**config.mk**
```make
export PLATFORM = sky130hd
export DESIGN_NAME = cq_poster
export DESIGN_NICKNAME = d
export VERILOG_FILES = /design/src/rtl/cq_pkg.sv /design/src/rtl/cq_tail_ctr.sv /design/src/rtl/cq_head_reg.sv /design/src/rtl/cq_poster.sv
export SDC_FILE = /design/constraint.sdc
export NUM_CORES = 1
export LEC_CHECK = 0
export BUFFER_PORTS_ARGS = -buffer_cell sky130_fd_sc_hd__buf_4
export CORE_ASPECT_RATIO = 0.8
export CORE_UTILIZATION = 51
export DETAILED_ROUTE_END_ITERATION = 6
export PLACE_DENSITY = 0.84
export SLEW_MARGIN = 10
export SYNTH_ARGS = -nofsm -noshare
export SYNTH_HDL_FRONTEND = slang
export SYNTH_HIERARCHICAL = 1
export SYNTH_SLANG_ARGS = --single-unit
```
**constraint.sdc**
```tcl
create_clock -name clk -period 3.45 [get_ports clk]
set_input_delay 0.5175 -clock clk [delete_from_list [all_inputs] [get_ports clk]]
set_output_delay 0.5175 -clock clk [all_outputs]
set_load 0.02 [all_outputs]
```
**src/rtl/cq_pkg.sv**
```systemverilog
package cq_pkg;

    // Default geometry of the completion ring and its entry fields.
    localparam int unsigned CQ_DEF_DEPTH  = 16;
    localparam int unsigned CQ_DEF_SQID_W = 8;
    localparam int unsigned CQ_DEF_CID_W  = 16;
    localparam int unsigned CQ_DEF_STAT_W = 15;

endpackage

```
**src/rtl/cq_tail_ctr.sv**
```systemverilog
module cq_tail_ctr #(
    parameter int unsigned DEPTH = cq_pkg::CQ_DEF_DEPTH,
    localparam int unsigned PTR_W = $clog2(DEPTH)
) (
    input  logic             clk,
    input  logic             rst_n,
    input  logic             adv,
    output logic [PTR_W-1:0] tail_q,
    output logic             phase_q
);

    localparam logic [PTR_W-1:0] LAST = PTR_W'(DEPTH - 1);

    typedef struct packed {
        logic [PTR_W-1:0] tail;
        logic             phase;
    } tail_st_t;

    tail_st_t st_d, st_q;

    always_comb begin
        st_d = st_q;
        if (adv) begin
            if (st_q.tail == LAST) begin
                st_d.tail  = '0;
                st_d.phase = ~st_q.phase;
            end else begin
                st_d.tail = st_q.tail + 1'b1;
            end
        end
    end

    always_ff @(posedge clk) begin
        if (!rst_n) begin
            st_q.tail  <= '0;
            st_q.phase <= 1'b1;
        end else begin
            st_q <= st_d;
        end
    end

    assign tail_q  = st_q.tail;
    assign phase_q = st_q.phase;

    // leaving the last slot flips the phase value
    p_phase_flip_r4: assert property (@(posedge clk) disable iff (!rst_n)
        (adv && tail_q == LAST) |=> (phase_q != $past(phase_q)));

    // the phase value holds within a pass
    p_phase_hold_r4: assert property (@(posedge clk) disable iff (!rst_n)
        !(adv && tail_q == LAST) |=> $stable(phase_q));

endmodule

```
**src/rtl/cq_head_reg.sv**
```systemverilog
module cq_head_reg #(
    parameter int unsigned DEPTH = cq_pkg::CQ_DEF_DEPTH,
    localparam int unsigned PTR_W  = $clog2(DEPTH),
    localparam int unsigned HPTR_W = PTR_W + 1
) (
    input  logic              clk,
    input  logic              rst_n,
    input  logic              wr_en,
    input  logic [HPTR_W-1:0] wr_ptr,
    output logic [PTR_W-1:0]  head_q
);

    localparam logic [HPTR_W-1:0] LIMIT = HPTR_W'(DEPTH);

    logic [PTR_W-1:0] hd_d, hd_q;
    logic             in_range;

    assign in_range = (wr_ptr < LIMIT);

    always_comb begin
        hd_d = hd_q;
        if (wr_en && in_range) begin
            hd_d = wr_ptr[PTR_W-1:0];
        end
    end

    always_ff @(posedge clk) begin
        if (!rst_n) begin
            hd_q <= '0;
        end else begin
            hd_q <= hd_d;
        end
    end

    assign head_q = hd_q;

    // out-of-range doorbell values leave the head alone
    p_head_ignore_r6: assert property (@(posedge clk) disable iff (!rst_n)
        (wr_en && wr_ptr >= LIMIT) |=> $stable(head_q));

    // a valid doorbell value is taken as the new head
    p_head_take_r6: assert property (@(posedge clk) disable iff (!rst_n)
        (wr_en && wr_ptr < LIMIT) |=> (HPTR_W'(head_q) == $past(wr_ptr)));

endmodule

```
**src/rtl/cq_poster.sv**
```systemverilog
module cq_poster #(
    parameter int unsigned DEPTH  = cq_pkg::CQ_DEF_DEPTH,
    parameter int unsigned SQID_W = cq_pkg::CQ_DEF_SQID_W,
    parameter int unsigned CID_W  = cq_pkg::CQ_DEF_CID_W,
    parameter int unsigned STAT_W = cq_pkg::CQ_DEF_STAT_W,
    localparam int unsigned PTR_W   = $clog2(DEPTH),
    localparam int unsigned HPTR_W  = PTR_W + 1,
    localparam int unsigned ENTRY_W = STAT_W + 1 + SQID_W + CID_W
) (
    input  logic               clk,
    input  logic               rst_n,
    input  logic               cpl_valid,
    output logic               cpl_ready,
    input  logic [SQID_W-1:0]  cpl_sqid,
    input  logic [CID_W-1:0]   cpl_cid,
    input  logic [STAT_W-1:0]  cpl_status,
    input  logic               db_wr_en,
    input  logic [HPTR_W-1:0]  db_head,
    output logic               mem_valid,
    input  logic               mem_ready,
    output logic [PTR_W-1:0]   mem_slot,
    output logic [ENTRY_W-1:0] mem_data,
    output logic               q_full
);

    localparam logic [PTR_W-1:0] LAST = PTR_W'(DEPTH - 1);

    typedef struct packed {
        logic               vld;
        logic [PTR_W-1:0]   slot;
        logic [ENTRY_W-1:0] data;
    } wr_st_t;

    wr_st_t           wr_d, wr_q;
    logic [PTR_W-1:0] tail, head, tail_next;
    logic             phase;
    logic             accept;
    logic             full;

    cq_tail_ctr #(.DEPTH(DEPTH)) u_tail (
        .clk     (clk),
        .rst_n   (rst_n),
        .adv     (accept),
        .tail_q  (tail),
        .phase_q (phase)
    );

    cq_head_reg #(.DEPTH(DEPTH)) u_head (
        .clk    (clk),
        .rst_n  (rst_n),
        .wr_en  (db_wr_en),
        .wr_ptr (db_head),
        .head_q (head)
    );

    assign tail_next = (tail == LAST) ? '0 : tail + 1'b1;
    assign full      = (tail_next == head);
    assign cpl_ready = !full && (!wr_q.vld || mem_ready);
    assign accept    = cpl_valid && cpl_ready;

    always_comb begin
        wr_d = wr_q;
        if (wr_q.vld && mem_ready) begin
            wr_d.vld = 1'b0;
        end
        if (accept) begin
            wr_d.vld  = 1'b1;
            wr_d.slot = tail;
            wr_d.data = {cpl_status, phase, cpl_sqid, cpl_cid};
        end
    end

    always_ff @(posedge clk) begin
        if (!rst_n) begin
            wr_q <= '0;
        end else begin
            wr_q <= wr_d;
        end
    end

    assign mem_valid = wr_q.vld;
    assign mem_slot  = wr_q.slot;
    assign mem_data  = wr_q.data;
    assign q_full    = full;

    // nothing is taken while the ring is full
    p_no_overflow_r3: assert property (@(posedge clk) disable iff (!rst_n)
        q_full |-> !(cpl_valid && cpl_ready));

    // an accepted record is offered next cycle at the old tail
    p_post_slot_r2: assert property (@(posedge clk) disable iff (!rst_n)
        (cpl_valid && cpl_ready) |=> (mem_valid && mem_slot == $past(tail)));

    // a stalled write keeps its slot and data
    p_hold_r7: assert property (@(posedge clk) disable iff (!rst_n)
        (mem_valid && !mem_ready) |=> (mem_valid && $stable(mem_slot) && $stable(mem_data)));

    // no accept while the pending write is stalled
    p_no_accept_stall_r7: assert property (@(posedge clk) disable iff (!rst_n)
        (mem_valid && !mem_ready) |-> !cpl_ready);

endmodule

```
[Word-level counts from Yosys, hierarchy flattened]
Index checks and enable logic that the tools add are counted.
Operators by class
  multiplexer cells: 3
  add/subtract/negate cells: 1
  eq/ne operators: 2
  reductions and logical operators: 9
  $lt $le $gt $ge: 1
  bitwise logic cells: 1
Operators by type and width (number)
  45-bit two-way mux: 1
  5-bit less-than comparator, second input constant: 1
  4-bit by 1-bit adder with 4-bit output, second input constant: 1
  4-bit == test: 1
  4-bit == test, second input constant: 1
  1-bit logical AND: 4
  4-bit two-way mux: 1
  1-bit logical NOT: 2
  2-bit AND reduction: 1
  2-bit nonzero test: 1
  1-bit logical OR: 1
  1-bit two-way mux: 1
  1-bit NOT: 1
Storage, ports and cells
  register bits: 54
  output and inout port bits: 47
  input bits: 49
  word-level logic and storage cells: 23

[Longest topological paths before layout]
Gate-level depths: netlist of run 1.
  depth in word-level cells: 7
  depth in mapped cells: 10
  gate-level depth less buffers: 8

[Cells and area by module]
The synthesis of run 1 kept the hierarchy.
By module, submodules not included
  cq_poster: area each 1924.3 um^2, times used 1, cells an instance 209, seq. area each 900.9 um^2
  cq_tail_ctr: area each 222.7 um^2, times used 1, cells an instance 23, seq. area each 100.1 um^2
  cq_head_reg: area each 166.4 um^2, times used 1, cells an instance 19, seq. area each 80.1 um^2

[Least setup slack after synthesis of run 1]
OpenSTA, ideal clock, no wires.
  path type: register to output
  start: reg u_tail/tail_q[0] (netlist name)
  end: out cpl_ready
  cell stages (with the launch flop): 7
  data arrival time: 1.833 ns
  path buffers: 0
  required time: 2.932 ns
  slack: 1.099 ns
  path through: dfxtp_1 -> ha_1 -> a31oi_1 -> xor2_1 -> or3_1 -> nor2_1 -> nor2_1
Between the ends
  cells in the longest elaborated chain, start to end: 5
  elaborated cells on any way between the ends: 6
  those cells by class: add/sub: 1; eq/ne: 2; mux: 1; reduce/logical: 2
RTL lines
  4-bit by 1-bit adder with 4-bit output / 4-bit == test (equally long branches): RTL line cq_poster.sv:56  | assign tail_next = (tail == LAST) ? '0 : tail + 1'b1;
  4-bit two-way mux (*): RTL line cq_poster.sv:56
  4-bit == test (*): RTL line cq_poster.sv:57  | assign full = (tail_next == head);
  net q_full: RTL line cq_poster.sv:23  | output logic q_full
  1-bit logical NOT (*): RTL line cq_poster.sv:58  | assign cpl_ready = !full && (!wr_q.vld || mem_ready);
  1-bit logical AND (*): RTL line cq_poster.sv:58
  to (decl): RTL line cq_poster.sv:13  | output logic cpl_ready,
The timed path passes the listed nets; every way through them passes the cells marked *.

[Worst setup path in the final report of run 1]
  start: reg u_tail/tail_q[0] (netlist name)
  end: reg u_tail/tail_q[3] (netlist name)
Between the ends
  cells in the longest elaborated chain, start to end: 6
  elaborated cells on any way between the ends: 7
  those cells by class: add/sub: 1; eq/ne: 2; mux: 1; reduce/logical: 3
RTL lines
  4-bit by 1-bit adder with 4-bit output / 4-bit == test (equally long branches): RTL line cq_tail_ctr.sv:28, cq_poster.sv:56, cq_tail_ctr.sv:24
  4-bit two-way mux (*): RTL line cq_tail_ctr.sv:24, cq_poster.sv:56
  4-bit == test: RTL line cq_poster.sv:57
  1-bit logical NOT: RTL line cq_poster.sv:58
  1-bit logical AND: RTL line cq_poster.sv:58
  1-bit logical AND: RTL line cq_poster.sv:59  | assign accept = cpl_valid && cpl_ready;
Every way passes the cells marked *; elsewhere a longest branch is shown, timed or not.
A chain may end at the register's enable or synchronous reset.

==> results.tsv, run 1 <==
stage	metric	value	unit
final_layout	layout_commonest_cell	nand2_1	
setup_path	worstSetupPathType	reg -> reg	
routing	drc	0	
run	cap_violations	0	
power	p_int	0.00107	W
placement	place_ws	0.794	ns
final_layout	fin_nets	387	
floorplanning	floorplan.rows	21	
routing	avgRoutedWirePerCell	11.2	um
synthesis	synthCells	251	
setup_path	r2r_setup_slack	0.74	ns
synthesis	ys_seq_area_frac	0.467	
worst_hold_path	min_path_cells	3	
placement	gp_congestion	0.731	
clocking	postCtsHoldBufs	0	
synthesis	synth_warnings	6	
placement	dp_hpwl	2960	um
floorplanning	die_y	62.2	um
synthesis	synth_seq_cells	54	
setup_path	cp.arrival	2.95	ns
clocking	clk_pin_slew_worst_paths	0.10	ns
clocking	cts-htree-levels	2	
clocking	cts_max_path_buffers	2	
final_layout	most-common-layout-cells	nand2_1, buf_4, dfxtp_1	
global_route	grt_max_degree	103	
power	pwr-share-comb	0.247	
setup_path	cp-startpoint	u_tail/tail_q[0]	
global_route	grtUsageTotal	0.188	
power	p_sw_frac	0.282	
synthesis	postSynthAreaPerCell	9.22	sq um
timing	fin_hold_ws	0.461	ns
routing	via_per_inst	4.83	
synthesis	syn_nets	302	
timing	finalMaxSlewViolations	0	
timing	setup-tns-final	0	ns
global_route	antenna_found_initial	0	
timing	final.min_clock_period	2.71	ns
clocking	post_cts_buffers	0	
floorplanning	core	4260	sq um
timing	hold_viol_final	0	
setup_path	cp.required	3.69	ns
worst_hold_path	holdCritStartpoint	cpl_cid[13]	
clocking	cts_buffers	5	
final_layout	register_area	1080	sq um
clocking	clk_latency	0.30	ns
timing	rsz0062_at_grt	false	
timing	max_freq	369	MHz
worst_hold_path	hp-class	in -> reg	
setup_path	ff2ff_path_depth	8	
timing	final.setup.worst_slack	0.742	ns
final_layout	layout-drive-gt1-share	0.310	
clocking	post_cts_resized	0	
floorplanning	io-pin-count	96	
final_layout	multiInputGateArea	1100	sq um
power	sequentialPowerShare	0.479	
setup_path	cp-start-kind	register	
routing	vias	1897	
floorplanning	start_util	0.544	
final_layout	fillers	365	
final_layout	antenna_cells	0	
setup_path	r2r_end	u_tail/tail_q[3]	
floorplanning	die_x	77.3	um
timing	slew_headroom	0.400	
power	p_leak	1.47	nW
status	status	completed	
setup_path	endpoint_kind	register	
clocking	clock-sinks	54	
power	pwr-share-clk	0.274	
placement	port_buffers	95	
power	ir_drop	267	uV
synthesis	ys_types	25	
timing	worst_pin_slew	0.901	ns
setup_path	cp_max_fo	50	
final_layout	area_growth	32.9	%
routing	routed_wl	4410	um
clocking	cts_tree	built	
setup_path	timing.rr.start	u_tail/tail_q[0]	
power	power_switching	0.000421	W
power	powerDensity	486	nW/um^2
timing	setup_violations	0	
routing	postRouteAntennaNets	0	
global_route	grt_pass1_wl	7380	um
synthesis	synth_area	2310	sq um
timing	finClkSkew	0.00894	ns
routing	drt_pass1_iterations	4	
timing	final.period_utilization	0.785	
worst_hold_path	holdPathEnd	mem_data[13]	
global_route	grt.overflow.total	0	
global_route	grt_pass1_vias	1696	
floorplanning	die_area	4810	sq um
routing	drtIter0Drc	101	
clocking	root_buffer	clkbuf_8	
per-layer routing:
metal,vias up,GRT usage,routed length [um]
li1,985,-,-
met4,0,0.0425,5
met3,2,0.0632,373
met5,-,0,0
met2,71,0.292,1840
met1,839,0.252,2180
cell families (layout without fill, tap and decap cells):
family          Yosys count  count (layout)  synth area share
compound gates           10              10            0.0292
flops                    54              54             0.467
xor+xnor                  7               7            0.0265
buf+inv                  18             103            0.0617
fa+ha+maj                 2               2            0.0108
mux                      50              50             0.216
simple gates            110             110             0.188
per-stage QoR:
stage	instances	total power, W	cell area, sq um	utilization
final	393	0.00149	3070	0.722
after global routing	393	0.00157	3070	0.722
after CTS	393	0.00151	3070	0.722
after detailed placement	386	0.00110	2970	0.697
after global placement	386	0.00110	2970	0.697
after floorplan	251	0.000979	2310	-
worst max-delay path by stage:
stage	endpoint	slack [ns]	depth (start not counted)
floorplan	cpl_ready	1.10	6
global placement	u_tail/tail_q[3]	0.86	8
detailed placement	u_tail/tail_q[3]	0.79	8
CTS	u_tail/tail_q[3]	0.76	8
global route	u_tail/tail_q[3]	0.51	8
finish	u_tail/tail_q[3]	0.74	8
synthesized netlist by cell type, drive strengths merged:
master / n / area [sq um]
a31oi: 4 / 25.0
nand4: 1 / 6.26
a21boi: 1 / 7.51
nor2b: 3 / 18.8
ha: 2 / 25.0
or3: 2 / 12.5
and2: 1 / 6.26
clkbuf: 12 / 47.6
mux2i: 50 / 500
nor2: 2 / 7.51
xnor2: 3 / 26.3
inv: 1 / 3.75
o211a: 1 / 10.0
xor2: 4 / 35.0
dfxtp: 54 / 1080
buf: 5 / 91.3
o21ai: 1 / 5.00
a21oi: 1 / 5.00
a21o: 1 / 7.51
o21a: 1 / 7.51
nand2b: 1 / 6.26
nand2: 100 / 378
worst max-delay path: stages, from the launching register on:
cell and delay (ns):
dfxtp_1 0.42, ha_1 0.28, a21o_1 0.16, a31oi_1 0.20
xor2_1 0.24, o211a_4 0.76, nand2_2 0.08, or3_1 0.34
a21boi_1 0.14
flip-flops by register name (all words and copies together), names as in the netlist:
register,count
u_head/head_q,4
mem_slot,4
u_tail/tail_q,4
mem_valid,1
mem_data,40
u_tail/phase_q,1
layout make-up:
| cell class | count | share of cell area |
|---|---|---|
| multi-input combinational | 179 | 0.357 |
| inverter | 1 | 0.00122 |
| sequential | 54 | 0.352 |
| clock buffer | 5 | 0.0224 |
| timing repair buffer | 95 | 0.232 |
| tap | 57 | 0.0232 |
| clock inverter | 2 | 0.0126 |
power groups by stage:
stage                     clock network [W]  logic [W]  registers (W)
after floorplan                           0   0.000192       0.000788
after global placement                    0   0.000367       0.000728
after detailed placement                  0   0.000372       0.000729
after CTS                          0.000422   0.000373       0.000716
after global routing               0.000448   0.000397       0.000724
final                              0.000409   0.000369       0.000716
No activity file was read; power rests on OpenSTA's default activity.
==> run 2: changes to the inputs <==
- CORE_UTILIZATION: 51 -> 43
- PLACE_DENSITY: 0.84 -> 0.76
- clock period: 3.45 -> 2.3 ns (I/O delays scaled with it)
==> run 2 against run 1 <==
The run now ends with design-rule violations left; first-iteration DRC count decreased by 9.9%; clock power is 31% higher; via count rose by 2.1%; global-route usage down 1.3 points; core utilization decreased by 10 points.
==> results.tsv, run 2 (synthesis results as in run 1) <==
stage	metric	value	unit	change
routing	drt_pass1_iterations	6		+2
final_layout	layout_commonest_cell	buf_4		
floorplanning	io-pin-count	96		unchanged
global_route	grt_max_degree	60		-42%
clocking	clock-sinks	54		unchanged
global_route	grt.overflow.total	0		unchanged
power	p_leak	1.50	nW	+2.3%
status	violations	design-rule violations		
timing	finalMaxSlewViolations	0		unchanged
power	pwr-share-clk	0.242		-0.032
placement	dp_hpwl	3670	um	+24%
final_layout	most-common-layout-cells	buf_4, nand2_1, dfxtp_1		
setup_path	worstSetupPathType	reg -> out		
power	power.total	0.00221	W	+48%
global_route	grt_pass1_wl	7830	um	+6.1%
global_route	grt_pass1_vias	1770		+4.4%
floorplanning	core	5090	sq um	+20%
floorplanning	die_y	67.6	um	+8.6%
floorplanning	die_x	84.0	um	+8.7%
setup_path	cp-start-kind	register		
floorplanning	start_util	0.454		-0.0893
power	p_int	0.00154	W	+43%
clocking	cts_max_path_buffers	2		unchanged
clocking	clk_pin_slew_worst_paths	0.10	ns	about the same
power	sequentialPowerShare	0.483		+0.004
power	ir_drop	486	uV	+82%
placement	gp_congestion	0.836		+14%
routing	avgRoutedWirePerCell	12.5	um	+12%
final_layout	fin_nets	395		+2.1%
setup_path	cp.arrival	1.89	ns	-1.06 ns
global_route	grtUsageTotal	0.175		-0.0127
clocking	cts-htree-levels	2		unchanged
clocking	clk_latency	0.31	ns	about the same
timing	finClkSkew	0.00883	ns	-0.000106 ns
power	powerDensity	698	nW/um^2	+44%
timing	slew_headroom	0.632		+0.232
timing	worst_pin_slew	0.552	ns	-0.348 ns
floorplanning	die_area	5680	sq um	+18%
clocking	postCtsHoldBufs	0		unchanged
routing	vias	1937		+2.1%
clocking	post_cts_buffers	0		unchanged
setup_path	endpoint_kind	output port		
timing	final.period_utilization	0.972		
timing	hold_viol_final	0		unchanged
timing	final.min_clock_period	2.24	ns	
run	cap_violations	0		unchanged
routing	via_per_inst	4.76		-1.4%
final_layout	fillers	455		+25%
timing	setup_violations	0		unchanged
power	power_switching	0.000677	W	+61%
global_route	antenna_found_initial	0		unchanged
final_layout	antenna_cells	0		unchanged
clocking	cts_tree	built		
routing	drc	18		+18
power	p_sw_frac	0.306		+0.0237
setup_path	cp.required	1.96	ns	-1.73 ns
worst_hold_path	hp-class	in -> reg		
timing	max_freq	447	MHz	
final_layout	final_core_util	0.623		-0.0995
clocking	cts_buffers	5		unchanged
routing	routed_wl	5090	um	+16%
setup_path	cp_max_fo	3		-94%
routing	postRouteAntennaNets	0		unchanged
final_layout	layout-drive-gt1-share	0.342		+0.0325
timing	setup-tns-final	0	ns	unchanged
status	status	complete, but fails checks		
routing	drtIter0Drc	91		-9.9%
final_layout	largest_reg_flops	40		unchanged
clocking	root_buffer	clkbuf_8		
floorplanning	floorplan.rows	23		+9.5%
placement	port_buffers	95		unchanged
power	pwr-share-comb	0.275		+0.028
final_layout	area_growth	37.1	%	
[run 2: cell type report]
cell class                      instances  area, sq um  share of cell area
Multi-Input combinational cell        179         1130               0.356
Timing Repair Buffer                  103          786               0.248
Inverter                                1         3.75             0.00118
Clock inverter                          3         25.0             0.00789
Tap cell                               62         77.6              0.0245
Sequential cell                        54         1080               0.341
Clock buffer                            5         68.8              0.0217
[run 2: power groups by stage]
stage               sequential (W)  combinational [W]  clock, W
finish                     0.00107           0.000610  0.000536
global route               0.00108           0.000653  0.000598
CTS                        0.00107           0.000607  0.000559
detailed placement         0.00109           0.000600         0
global placement           0.00108           0.000588         0
floorplan                  0.00118           0.000288         0
[run 2: path summary, 6_finish.rpt]
path	from	to	slack, ns	cells past startpoint
worst min-delay path	cpl_cid[8]	mem_data[8]	0.28	3
worst min register to register	mem_data[10]	mem_data[10]	0.46	2
worst max register to register	u_tail/tail_q[1]	u_tail/tail_q[3]	0.15	8
worst max-delay path	u_tail/tail_q[1]	cpl_ready	0.06	7
[run 2: through the flow]
stage	worst slack [ns]	cell area [sq um]	instances	hold slack, ns
finish	0.0638	3170	407	0.279
global placement	0.286	3050	399	0.443
CTS	0.00271	3150	407	0.269
detailed placement	0.253	3050	399	0.449
floorplan	0.0856	2310	251	0.407
global route	-0.0104	3170	407	0.266
[run 2: timing repair]
action | 4_1_cts | 5_1_grt
pin swaps | 2 | 1
gates resized for setup | 2 | 5
endpoints found under the setup margin | 2 | 2
[run 2: metal layers]
metal | GRT usage | up-vias | part of all wire
li1 | - | 997 | -
met1 | 0.216 | 861 | 0.44
met2 | 0.283 | 75 | 0.45
met3 | 0.0697 | 4 | 0.094
met4 | 0.0603 | 0 | 0.0067
met5 | 0 | - | 0
[run 2: worst max-delay path: stages, from the launching register on]
cell	delay [ns]
dfxtp_1	0.35
ha_4	0.18
a31oi_2	0.20
xor2_1	0.09
or3_4	0.42
nor2_4	0.14
nor2_1	0.06
buf_4	0.15
==> run 3: changes to the inputs <==
==> constraint.sdc (replaced) <==
create_clock -name clk -period 2.3 [get_ports clk]
set_input_delay 0 -clock clk [delete_from_list [all_inputs] [get_ports clk]]
set_output_delay 0 -clock clk [all_outputs]
set_load 0.02 [all_outputs]
==> run 3 against run 2 <==
The run still ends with design-rule violations left; combinational power up 7.2%; final area up 12%; sequential power about the same; maximum frequency up 7.7%; count of clock-buffer cells in the layout unchanged; core utilization up 7.7 points; global-route usage up 1.8 points; largest power group unchanged; highest routed layer unchanged.
==> results.tsv, run 3 (synthesis results as in run 1) <==
stage	metric	value	unit	change
placement	port_buffers	95		unchanged
clocking	cts_buffers	5		unchanged
power	powerDensity	656	nW/um^2	-6.0%
floorplanning	floorplan.rows	23		unchanged
status	status	complete, but fails checks		
final_layout	area_growth	54.0	%	
final_layout	fin_nets	435		+10%
clocking	clk_pin_slew_worst_paths	0.09	ns	about the same
global_route	grtUsageTotal	0.193		+0.0179
power	p_leak	1.68	nW	+12%
final_layout	largest_reg_flops	40		unchanged
floorplanning	io-pin-count	96		unchanged
final_layout	register_area	1080	sq um	-0.12%
timing	finClkSkew	0.00429	ns	-0.00454 ns
clocking	post_cts_buffers	0		unchanged
worst_hold_path	hp-class	in -> reg		
routing	vias	2098		+8.3%
routing	drt_pass1_iterations	6		unchanged
global_route	antenna_found_initial	0		unchanged
placement	dp_hpwl	3460	um	-5.7%
final_layout	fillers	392		-14%
timing	final.setup.worst_slack	0.225	ns	+0.161 ns
placement	gp_congestion	0.830		-0.69%
clocking	clock-sinks	54		unchanged
global_route	grt_pass1_wl	8710	um	+11%
floorplanning	die_x	84.0	um	unchanged
floorplanning	die_area	5680	sq um	unchanged
floorplanning	die_y	67.6	um	unchanged
clocking	post_cts_resized	0		-2
timing	worst_pin_slew	0.918	ns	+0.365 ns
timing	final.period_utilization	0.902		-0.0699
final_layout	layout-drive-gt1-share	0.286		-0.0563
routing	avgRoutedWirePerCell	12.4	um	-0.58%
status	violations	design-rule violations		
setup_path	cp.required	2.51	ns	+0.55 ns
final_layout	antenna_cells	0		unchanged
floorplanning	core	5090	sq um	unchanged
timing	max_freq	482	MHz	+7.7%
global_route	grt.overflow.total	0		unchanged
timing	slew_headroom	0.388		-0.243
power	power.total	0.00234	W	+5.6%
timing	rsz0062_at_grt	false		
global_route	grt_max_degree	103		+72%
placement	place_ws	0.245	ns	-0.00730 ns
clocking	cts_max_path_buffers	2		unchanged
placement	placedCellCount	396		-0.75%
timing	hold_viol_final	0		unchanged
timing	setup-tns-final	0	ns	unchanged
clocking	cts-htree-levels	2		unchanged
routing	via_per_inst	4.69		-1.4%
floorplanning	start_util	0.454		unchanged
timing	setup_violations	0		unchanged
clocking	cts_tree	built		
power	ir_drop	474	uV	-2.6%
routing	postRouteAntennaNets	0		unchanged
setup_path	endpoint_kind	register		
timing	finalMaxSlewViolations	0		unchanged
timing	final.min_clock_period	2.08	ns	-0.161 ns
clocking	root_buffer	clkbuf_8		
setup_path	cp-start-kind	register		
clocking	clk_latency	0.30	ns	about the same
final_layout	multiInputGateArea	1100	sq um	-2.8%
setup_path	cp_max_fo	13		+10
setup_path	cp.arrival	2.28	ns	+0.39 ns
setup_path	worstSetupPathType	reg -> reg		
routing	routed_wl	5560	um	+9.2%
run	cap_violations	0		unchanged
final_layout	most-common-layout-cells	nand2_1, buf_4, dfxtp_1		
final_layout	final_cells	447		+9.8%
routing	drc	18		unchanged
routing	drtIter0Drc	89		-2.2%
global_route	grt_pass1_vias	1990		+12%
run 3: cell type report:
class	count	share of cell area
multi-input cells	179	0.308
clock inverters	3	0.0112
inverters	1	0.00105
flip-flops and latches	54	0.303
clock buffers	5	0.0193
repair buffers	143	0.335
well taps	62	0.0218
run 3: stage by stage:
step | hold slack (ns) | area (sq um) | util
finish | 0.0523 | 3560 | 0.699
global route | 0.0508 | 3560 | 0.699
CTS | 0.0384 | 3560 | 0.699
detailed placement | 0.267 | 3020 | 0.593
global placement | 0.259 | 3020 | 0.593
floorplan | 0.0619 | 2310 | -
run 3: critical path: stages (launching register included):
cell,delay [ns]
dfxtp_1,0.32
ha_1,0.23
a31oi_1,0.21
xor2_1,0.08
or3_1,0.41
o211a_4,0.31
buf_4,0.22
o21a_1,0.18
run 3: timing repair:
action,CTS,global route
hold endpoints to repair,43,0
hold buffers,43,0
setup endpoints to repair,0,0
run 3: path summary, 6_finish.rpt:
path                                       start                to  slack (ns)  cells past startpoint
worst max-delay path            u_tail/tail_q[0]         mem_valid        0.22                      7
worst min register to register      mem_data[29]      mem_data[29]        0.46                      2
worst min-delay path                  db_head[4]  u_head/head_q[1]        0.05                      3
worst max register to register  u_tail/tail_q[0]         mem_valid        0.22                      7
run 3: report_power, final:
group	leakage (nW)	total, W	switching (W)	internal, W
Sequential	0.443	0.00107	0.0000454	0.00102
Clock	0.0579	0.000618	0.000297	0.000321
Combinational	1.18	0.000654	0.000323	0.000331
run 3: per-layer routing:
layer  vias to the layer above  track usage  wire length (um)
met5                         -            0                 0
met4                         0       0.0366                18
met3                         6       0.0672               405
met2                        80        0.352              2680
met1                       936        0.224              2460
li1                       1076            -                 -
